## config.mk

```make
export PLATFORM = sky130hd
export DESIGN_NAME = bor_release_seq
export DESIGN_NICKNAME = d
export VERILOG_FILES = /design/src/rtl/bors_pkg.sv /design/src/rtl/bors_sync.sv /design/src/rtl/bors_timer.sv /design/src/rtl/bors_cfg_decode.sv /design/src/rtl/bors_status.sv /design/src/rtl/bor_release_seq.sv
export SDC_FILE = /design/constraint.sdc
export NUM_CORES = 1
export LEC_CHECK = 0
export BUFFER_PORTS_ARGS = -buffer_cell sky130_fd_sc_hd__buf_4
export CORE_MARGIN = 2
export CORE_UTILIZATION = 55
export DETAILED_ROUTE_END_ITERATION = 6
export PLACE_DENSITY = 0.72
export SLEW_MARGIN = 20
export SYNTH_ARGS = -nofsm -noshare
export SYNTH_HDL_FRONTEND = slang
export SYNTH_HIERARCHICAL = 1
export SYNTH_SLANG_ARGS = --single-unit
```

## constraint.sdc

```tcl
create_clock -name clk -period 5.7 [get_ports clk]
set_clock_uncertainty 0.15 [all_clocks]
set_input_delay 0.855 -clock clk [delete_from_list [all_inputs] [get_ports clk]]
set_output_delay 0.855 -clock clk [all_outputs]
set_load 0.01 [all_outputs]
```

## src/rtl/bors_pkg.sv

```systemverilog
package bors_pkg;

  typedef enum logic [1:0] {
    ST_RUN  = 2'd0,
    ST_HOLD = 2'd1,
    ST_WAIT = 2'd2
  } seq_state_e;

  localparam logic [1:0] POSC_EXT  = 2'b00;
  localparam logic [1:0] POSC_XTL  = 2'b01;
  localparam logic [1:0] POSC_XTH  = 2'b10;
  localparam logic [1:0] POSC_OFF  = 2'b11;

  localparam logic [1:0] SEL_PRIMARY_HI = 2'b01;

endpackage

```

## src/rtl/bors_sync.sv

```systemverilog
module bors_sync #(
  parameter int STAGES = 2
) (
  input  logic clk,
  input  logic rst_n,
  input  logic d,
  output logic q
);
  logic [STAGES-1:0] chain;

  always_ff @(posedge clk or negedge rst_n) begin
    if (!rst_n) chain <= '0;
    else        chain <= {chain[STAGES-2:0], d};
  end

  assign q = chain[STAGES-1];
endmodule

```

## src/rtl/bors_timer.sv

```systemverilog
module bors_timer #(
  parameter int W = 8
) (
  input  logic         clk,
  input  logic         rst_n,
  input  logic         clr,
  input  logic         run,
  input  logic [W-1:0] len,
  output logic         done
);
  logic [W-1:0] cnt;

  assign done = (cnt >= len);

  always_ff @(posedge clk or negedge rst_n) begin
    if (!rst_n)            cnt <= '0;
    else if (clr)          cnt <= '0;
    else if (run && !done) cnt <= cnt + 1'b1;
  end
endmodule

```

## src/rtl/bors_cfg_decode.sv

```systemverilog
module bors_cfg_decode
  import bors_pkg::*;
#(
  parameter int CNT_W       = 9,
  parameter int PWRT_UNIT   = 4,
  parameter int FSCM_CYCLES = 12
) (
  input  logic [2:0]       osc_sel,
  input  logic [1:0]       posc_mode,
  input  logic [2:0]       pwrt_sel,
  output logic             ost_req,
  output logic             pll_req,
  output logic [CNT_W-1:0] pwr_len
);
  logic primary;
  logic crystal;

  always_comb begin
    primary = (osc_sel[2:1] == SEL_PRIMARY_HI);
    crystal = primary && ((posc_mode == POSC_XTL) || (posc_mode == POSC_XTH));
    ost_req = crystal;
    pll_req = !osc_sel[2] && osc_sel[0];
    if (pwrt_sel == 3'd0) begin
      pwr_len = crystal ? CNT_W'(FSCM_CYCLES) : '0;
    end else begin
      pwr_len = CNT_W'(PWRT_UNIT) << (pwrt_sel - 3'd1);
    end
  end
endmodule

```

## src/rtl/bors_status.sv

```systemverilog
module bors_status (
  input  logic clk,
  input  logic rst_n,
  input  logic hw_set,
  input  logic wr,
  input  logic wdata,
  output logic flag
);
  always_ff @(posedge clk or negedge rst_n) begin
    if (!rst_n)              flag <= 1'b0;
    else if (hw_set)         flag <= 1'b1;
    else if (wr && !wdata)   flag <= 1'b0;
  end
endmodule

```

## src/rtl/bor_release_seq.sv

```systemverilog
module bor_release_seq
  import bors_pkg::*;
#(
  parameter int OST_CYCLES  = 8,
  parameter int PWRT_UNIT   = 4,
  parameter int FSCM_CYCLES = 12,
  parameter int SYNC_STAGES = 2
) (
  input  logic       clk,
  input  logic       rst_n,
  input  logic       bo_async,
  input  logic       pll_lock,
  input  logic [2:0] cfg_osc_sel,
  input  logic [1:0] cfg_posc_mode,
  input  logic [2:0] cfg_pwrt,
  input  logic       sw_wr,
  input  logic       sw_wdata,
  output logic       core_rst,
  output logic       clk_en,
  output logic       rel_pulse,
  output logic       bor_flag,
  output logic [2:0] clk_src
);
  localparam int PWRT_MAX = PWRT_UNIT << 6;
  localparam int MAX_A    = (OST_CYCLES > FSCM_CYCLES) ? OST_CYCLES : FSCM_CYCLES;
  localparam int MAXLEN   = (MAX_A > PWRT_MAX) ? MAX_A : PWRT_MAX;
  localparam int CNT_W    = $clog2(MAXLEN + 1);
  localparam int N_SYNC   = 2;

  logic [N_SYNC-1:0] async_in;
  logic [N_SYNC-1:0] sync_out;
  logic              bo_s;
  logic              lock_s;

  assign async_in = {pll_lock, bo_async};

  for (genvar i = 0; i < N_SYNC; i++) begin : g_sync
    bors_sync #(.STAGES(SYNC_STAGES)) u_sync (
      .clk   (clk),
      .rst_n (rst_n),
      .d     (async_in[i]),
      .q     (sync_out[i])
    );
  end

  assign bo_s   = sync_out[0];
  assign lock_s = sync_out[1];

  logic             ost_req;
  logic             pll_req;
  logic [CNT_W-1:0] pwr_len;

  bors_cfg_decode #(
    .CNT_W       (CNT_W),
    .PWRT_UNIT   (PWRT_UNIT),
    .FSCM_CYCLES (FSCM_CYCLES)
  ) u_dec (
    .osc_sel   (cfg_osc_sel),
    .posc_mode (cfg_posc_mode),
    .pwrt_sel  (cfg_pwrt),
    .ost_req   (ost_req),
    .pll_req   (pll_req),
    .pwr_len   (pwr_len)
  );

  seq_state_e state, state_nx;
  logic       tmr_clr;
  logic       tmr_run;
  logic       ost_done;
  logic       pwr_done;
  logic       clk_ready;
  logic       release_now;

  assign tmr_clr = (state != ST_WAIT);
  assign tmr_run = (state == ST_WAIT);

  bors_timer #(.W(CNT_W)) u_ost (
    .clk   (clk),
    .rst_n (rst_n),
    .clr   (tmr_clr),
    .run   (tmr_run),
    .len   (CNT_W'(OST_CYCLES)),
    .done  (ost_done)
  );

  bors_timer #(.W(CNT_W)) u_pwr (
    .clk   (clk),
    .rst_n (rst_n),
    .clr   (tmr_clr),
    .run   (tmr_run),
    .len   (pwr_len),
    .done  (pwr_done)
  );

  assign clk_ready   = (!ost_req || ost_done) && (!pll_req || lock_s);
  assign release_now = (state == ST_WAIT) && !bo_s && clk_ready && pwr_done;

  always_comb begin
    state_nx = state;
    unique case (state)
      ST_RUN:  if (bo_s) state_nx = ST_HOLD;
      ST_HOLD: if (!bo_s) state_nx = ST_WAIT;
      ST_WAIT: begin
        if (bo_s)             state_nx = ST_HOLD;
        else if (release_now) state_nx = ST_RUN;
      end
      default: state_nx = ST_HOLD;
    endcase
  end

  always_ff @(posedge clk or negedge rst_n) begin
    if (!rst_n) begin
      state     <= ST_RUN;
      rel_pulse <= 1'b0;
      clk_src   <= 3'b000;
    end else begin
      state     <= state_nx;
      rel_pulse <= release_now;
      if (state == ST_HOLD) clk_src <= cfg_osc_sel;
    end
  end

  bors_status u_stat (
    .clk    (clk),
    .rst_n  (rst_n),
    .hw_set (bo_s),
    .wr     (sw_wr),
    .wdata  (sw_wdata),
    .flag   (bor_flag)
  );

  assign core_rst = (state != ST_RUN);
  assign clk_en   = (state == ST_RUN) || ((state == ST_WAIT) && clk_ready);

endmodule

```

# Word-level counts from Yosys, hierarchy flattened
# Index checks and enable logic that the tools add are counted.
# Widths: inputs -> output; s select.
# word_totals
regBits	29
inputBits	14
word_cells	64
# classes
addsub	3
order_cmp	2
eq_ne	9
shift	1
n_mux	13
reduce_logical	28
# op_table
operator	n
$mux 9	5
$add 9x1->9 const B	2
$logic_and 1x1->1	10
$ge 9x4->1 const B	1
$ge 9x9->1	1
$shl 3x3->9 const A	1
$mux 2	4
$reduce_bool 2->1	4
$logic_not 1->1	7
$eq 2x1->1 const B	3
$pmux 2 s3	1
$eq 2x2->1 const B	2
$logic_or 1x1->1	4
$mux 4	1
$ne 2x2->1 const B	2
$logic_not 3->1	1
$ne 3x3->1 const B	1
$reduce_and 3->1	1
$sub 3x1->3 const B	1
$logic_not 2->1	1
$mux 1	2
$ne 2x1->1 const B	1

# Longest topological paths before layout
# logic_depth
word_depth	11
depth_mapped	11
mapped_depth_nobuf	10

# Cells and area by module
# Netlist, hierarchy kept.
# modules_own_cells
module	instances	cells_each	area_each_um2
bors_timer	2	82	742.0
bor_release_seq	1	25	299.0
bors_cfg_decode	1	19	126.4
bors_sync	2	2	50.0
bors_status	1	3	38.8

# Worst setup path after synthesis
# OpenSTA, ideal clock, no wires.
# synth_timing
kind	input to register
from	input cfg_pwrt[1]
to	register u_pwr.cnt[6]
setup_ns	0.078
t_arrival_ns	2.918
required_ns	5.472
path_slack_ns	2.554
path_stages	9
path_buffers	0
cell_sequence	or4b_1 -> o2bb2ai_1 -> inv_1 -> ha_1 -> a21o_1 -> a31oi_1 -> o21ai_1 -> or4_1 -> a21oi_1
# synth_between
elab_chain_len	7
word_cells_on_any_way	8
cone_classes	add/sub: 1; order compare: 1; shift: 1; mux: 1; reduce/logical: 4
# synth_lines
element	line_no	source
start: declaration	bor_release_seq.sv:15	input logic [2:0] cfg_pwrt,
$sub 3x1->3	bors_cfg_decode.sv:26	pwr_len = CNT_W'(PWRT_UNIT) << (pwrt_sel - 3'd1);
$shl 3x3->9	bors_cfg_decode.sv:26	
$mux 9 *	bors_cfg_decode.sv:23	if (pwrt_sel == 3'd0) begin
net pwr_len[2]	bor_release_seq.sv:51	logic [CNT_W-1:0] pwr_len;
$ge 9x9->1 *	bors_timer.sv:13	assign done = (cnt >= len);
$logic_not 1->1 *	bors_timer.sv:18	else if (run && !done) cnt <= cnt + 1'b1;
$logic_and 1x1->1 *	bors_timer.sv:18	
$reduce_bool 2->1 (no line) *	n/a	
end signal: assignment	bors_timer.sv:18	
end: declaration	bors_timer.sv:11	logic [W-1:0] cnt;
# The timed path passes the listed nets; every way through them passes the cells marked *.
# A chain may end at the register's enable or synchronous reset.

# Worst setup path in the final report
# layout_timing
from	register u_ost.cnt[8]
to	output clk_en
# layout_between
elab_chain_len	5
# layout_lines
element	line_no	source
start: declaration	bors_timer.sv:11	
start signal: assignment	bors_timer.sv:18	
$ge 9x4->1	bors_timer.sv:13	
net ost_done	bor_release_seq.sv:69	logic ost_done;
$logic_or 1x1->1	bor_release_seq.sv:95	assign clk_ready = (!ost_req || ost_done) && (!pll_req || lock_s);
$logic_and 1x1->1	bor_release_seq.sv:95	
$logic_and 1x1->1	bor_release_seq.sv:133	assign clk_en = (state == ST_RUN) || ((state == ST_WAIT) && clk_ready);
$logic_or 1x1->1	bor_release_seq.sv:133	
end: declaration	bor_release_seq.sv:19	output logic clk_en,
# The timed path passes the listed nets, and every way through them passes these cells.

==> flow_summary.json <==
{
  "initial_core_util_pct": 56.4,
  "drive_gt1_share_pct": 21.6,
  "wl_per_cell_um": 12.6,
  "yosys_warnings": 6,
  "min_period_over_period_pct": 66.3,
  "grt_pass1_wl_mm": 6.76,
  "cts_hold_repair.buffers": 0,
  "cts_resized": 0,
  "seq_area_frac_synth_pct": 35.4,
  "nFillCells": 322,
  "netlist_instances": 215,
  "min_path_type": "reg2reg",
  "routed_via_density": 5.48,
  "netlist_area_um2": 2050,
  "power_density_nw_per_um2": 194,
  "ys_types": 51,
  "yosysMostFrequentCell": "dfrtp_1",
  "post-route-min-period_ns": 3.78,
  "finalSetupViolations": 0,
  "io_buffers": 20,
  "antenna_found_initial": 0,
  "grt.total_usage_pct": 20.5,
  "yosysTopAreaCell": "dfrtp_1",
  "drtIter0Drc": 84,
  "drtAntennaViolNets": 0,
  "slew_headroom_pct": 31.2,
  "layout.area.seq_um2": 726,
  "status": "finished clean",
  "fp.dieH_um": 65.0,
  "synth.top_cell.area_share_pct": 35.4,
  "drc": 0,
  "dp.final_hpwl_mm": 2.78,
  "switching_share_pct": 27.1,
  "tightest_slew_ns": 1.02,
  "routed-via-count": 1607,
  "postCtsSetupBuffers": 0,
  "num_io_pins": 21,
  "clk_latency_ns": 0.28,
  "p_leak_nw": 1.07,
  "ys_seq_elements": 29,
  "clock-root-buffer": "clkbuf_8",
  "synthFlopType": "dfrtp_1",
  "drv_cap": 0,
  "multi_input_area_um2": 1230,
  "crit_required_ns": 4.70,
  "cts_buffers": 5,
  "path_cells": "ha_1, and3_4, nand4_1, o21ai_1, or2b_1, o22ai_1, a21oi_1, buf_4",
  "rows": 22,
  "finalSetupTns_ns": 0,
  "synth_common_cells": "dfrtp_1 (29), inv_1 (23), ha_1 (20)",
  "grt_pass1_vias": 1531,
  "cp_max_fo": 18,
  "cts_tree": "built",
  "synth-edff-count": 0,
  "p_sw_mw": 0.123,
  "finalWirelength_mm": 3.70,
  "area_growth_pct": 14.4,
  "fin_nets": 278,
  "cts.sinks": 29,
  "path_buf_inv": 1,
  "p_int_mw": 0.331,
  "drt-pass1-iter-count": 4,
  "crit_family": "compound AO/OA/AOI/OAI gates",
  "grt_setup_unrepaired": "no",
  "layout.cells.non_filler": 293,
  "arrival_ns": 2.77,
  "num_antenna_cells": 0,
  "grt_max_degree": 30,
  "die_w_um": 65.0,
  "gp_congestion": 0.777,
  "start_kind": "flip-flop",
  "endpoint_kind": "output port",
  "dpl.cell_count": 285,
  "h-tree-depth": 2,
  "fin_total_pwr_mw": 0.455,
  "clk_pin_slew_ns": 0.06,
  "power_frac_comb_pct": 15.7,
  "async_flop_share_pct": 100,
  "critPathMaxStageDelay_ns": 0.77,
  "worstSetupPathType": "reg2out",
  "fmax_ghz": 0.265,
  "seq_power_share_pct": 48.2,
  "hold_violations": 0,
  "slowest_stage": "o21ai_1",
  "peakVddDrop_mv": 0.181,
  "dieArea_um2": 4230,
  "slew_violations": 0,
  "postSynthAreaPerCell_um2": 9.53,
  "coreArea_um2": 3630,
  "worst_hold_slack_ns": 0.200,
  "clockBufferDepth": 2,
  "synth_area_leaders": "dfrtp_1 (35%), ha_1 (12%), inv_1 (4.2%)",
  "utilization_pct": 64.5,
  "overflow": 0,
  "pwr-share-clk_pct": 36.1
}
==> worst paths after layout <==
kind / start / to / slack [ns] / depth (start not counted)
setup reg to reg: u_pwr/cnt[8]$_DFFE_PN0P_ / rel_pulse$_DFF_PN0_ / 3.07 / 7
max in group asynchronous: rst_n / u_ost/cnt[8]$_DFFE_PN0P_ / 4.80 / 1
hold reg to reg: g_sync[1].u_sync/chain[0]$_DFF_PN0_ / g_sync[1].u_sync/chain[1]$_DFF_PN0_ / 0.20 / 0
hold / removal: g_sync[1].u_sync/chain[0]$_DFF_PN0_ / g_sync[1].u_sync/chain[1]$_DFF_PN0_ / 0.20 / 0
setup / recovery: u_ost/cnt[8]$_DFFE_PN0P_ / clk_en / 1.92 / 8
min in group asynchronous: rst_n / u_stat/flag$_DFFE_PN0P_ / 0.32 / 1
==> layer usage <==
metal | global-route usage [%] | part of all wire [%]
met4 | 6.25 | 1.0
met3 | 4.69 | 5.3
met5 | 0 | 0
met1 | 27.8 | 49
met2 | 32.6 | 44
==> per-stage QoR <==
| step | area (um2) | setup WS, ns |
|---|---|---|
| after floorplan | 2080 | 2.55 |
| after global placement | 2260 | 2.10 |
| after detailed placement | 2260 | 2.00 |
| after CTS | 2340 | 1.91 |
| after global routing | 2340 | 1.72 |
| final | 2340 | 1.92 |
==> cell usage in the layout, fill, tap and decap left out, types with 3 or more instances in the layout <==
| master | count |
|---|---|
| dfrtp_1 | 29 |
| inv_1 | 23 |
| buf_4 | 20 |
| ha_1 | 20 |
| a21oi_1 | 13 |
| nand2_1 | 11 |
| conb_1 | 11 |
| o21ai_0 | 10 |
| a21o_1 | 7 |
| nor2_1 | 6 |
| nand3_1 | 6 |
| or3_1 | 6 |
| clkbuf_8 | 5 |
| nor2b_1 | 5 |
| nand4_1 | 4 |
| and3_1 | 4 |
| o31ai_1 | 4 |
| or4_1 | 4 |
| mux2_4 | 3 |
| nand2b_1 | 3 |
==> power groups by stage <==
stage | Clock (mW) | Sequential [mW] | Combinational (mW)
after floorplan | 0 | 0.224 | 0.0420
final | 0.164 | 0.219 | 0.0714
after CTS | 0.168 | 0.219 | 0.0721
after detailed placement | 0 | 0.223 | 0.0716
after global routing | 0.178 | 0.220 | 0.0807
after global placement | 0 | 0.222 | 0.0707
==> layout make-up <==
cell class / count / share of cell area, %
Clock inverter: 3 / 0.748
Tap cell: 48 / 2.56
Timing Repair Buffer: 20 / 6.41
Sequential cell: 29 / 31.0
Multi-Input combinational cell: 164 / 52.5
Inverter: 24 / 3.85
Clock buffer: 5 / 2.94
==> sequential cells by signal (all words and copies together) (netlist names) <==
name	flops
g_sync.u_sync/chain	4
state	2
u_ost/cnt	9
u_pwr/cnt	9
rel_pulse	1
u_stat/flag	1
clk_src	3
==> logic make-up (layout without fill, tap and decap cells) <==
group	Yosys count	count (layout)	share of synthesized area [%]
simple gates	75	75	23.6
compound gates	52	52	18.5
buf+inv	30	52	5.99
flops	29	29	35.4
fa+ha+maj	20	20	12.2
mux	5	5	3.30
other cells	3	11	0.550
xor+xnor	1	1	0.428
Power figures use the tool's default switching activity.
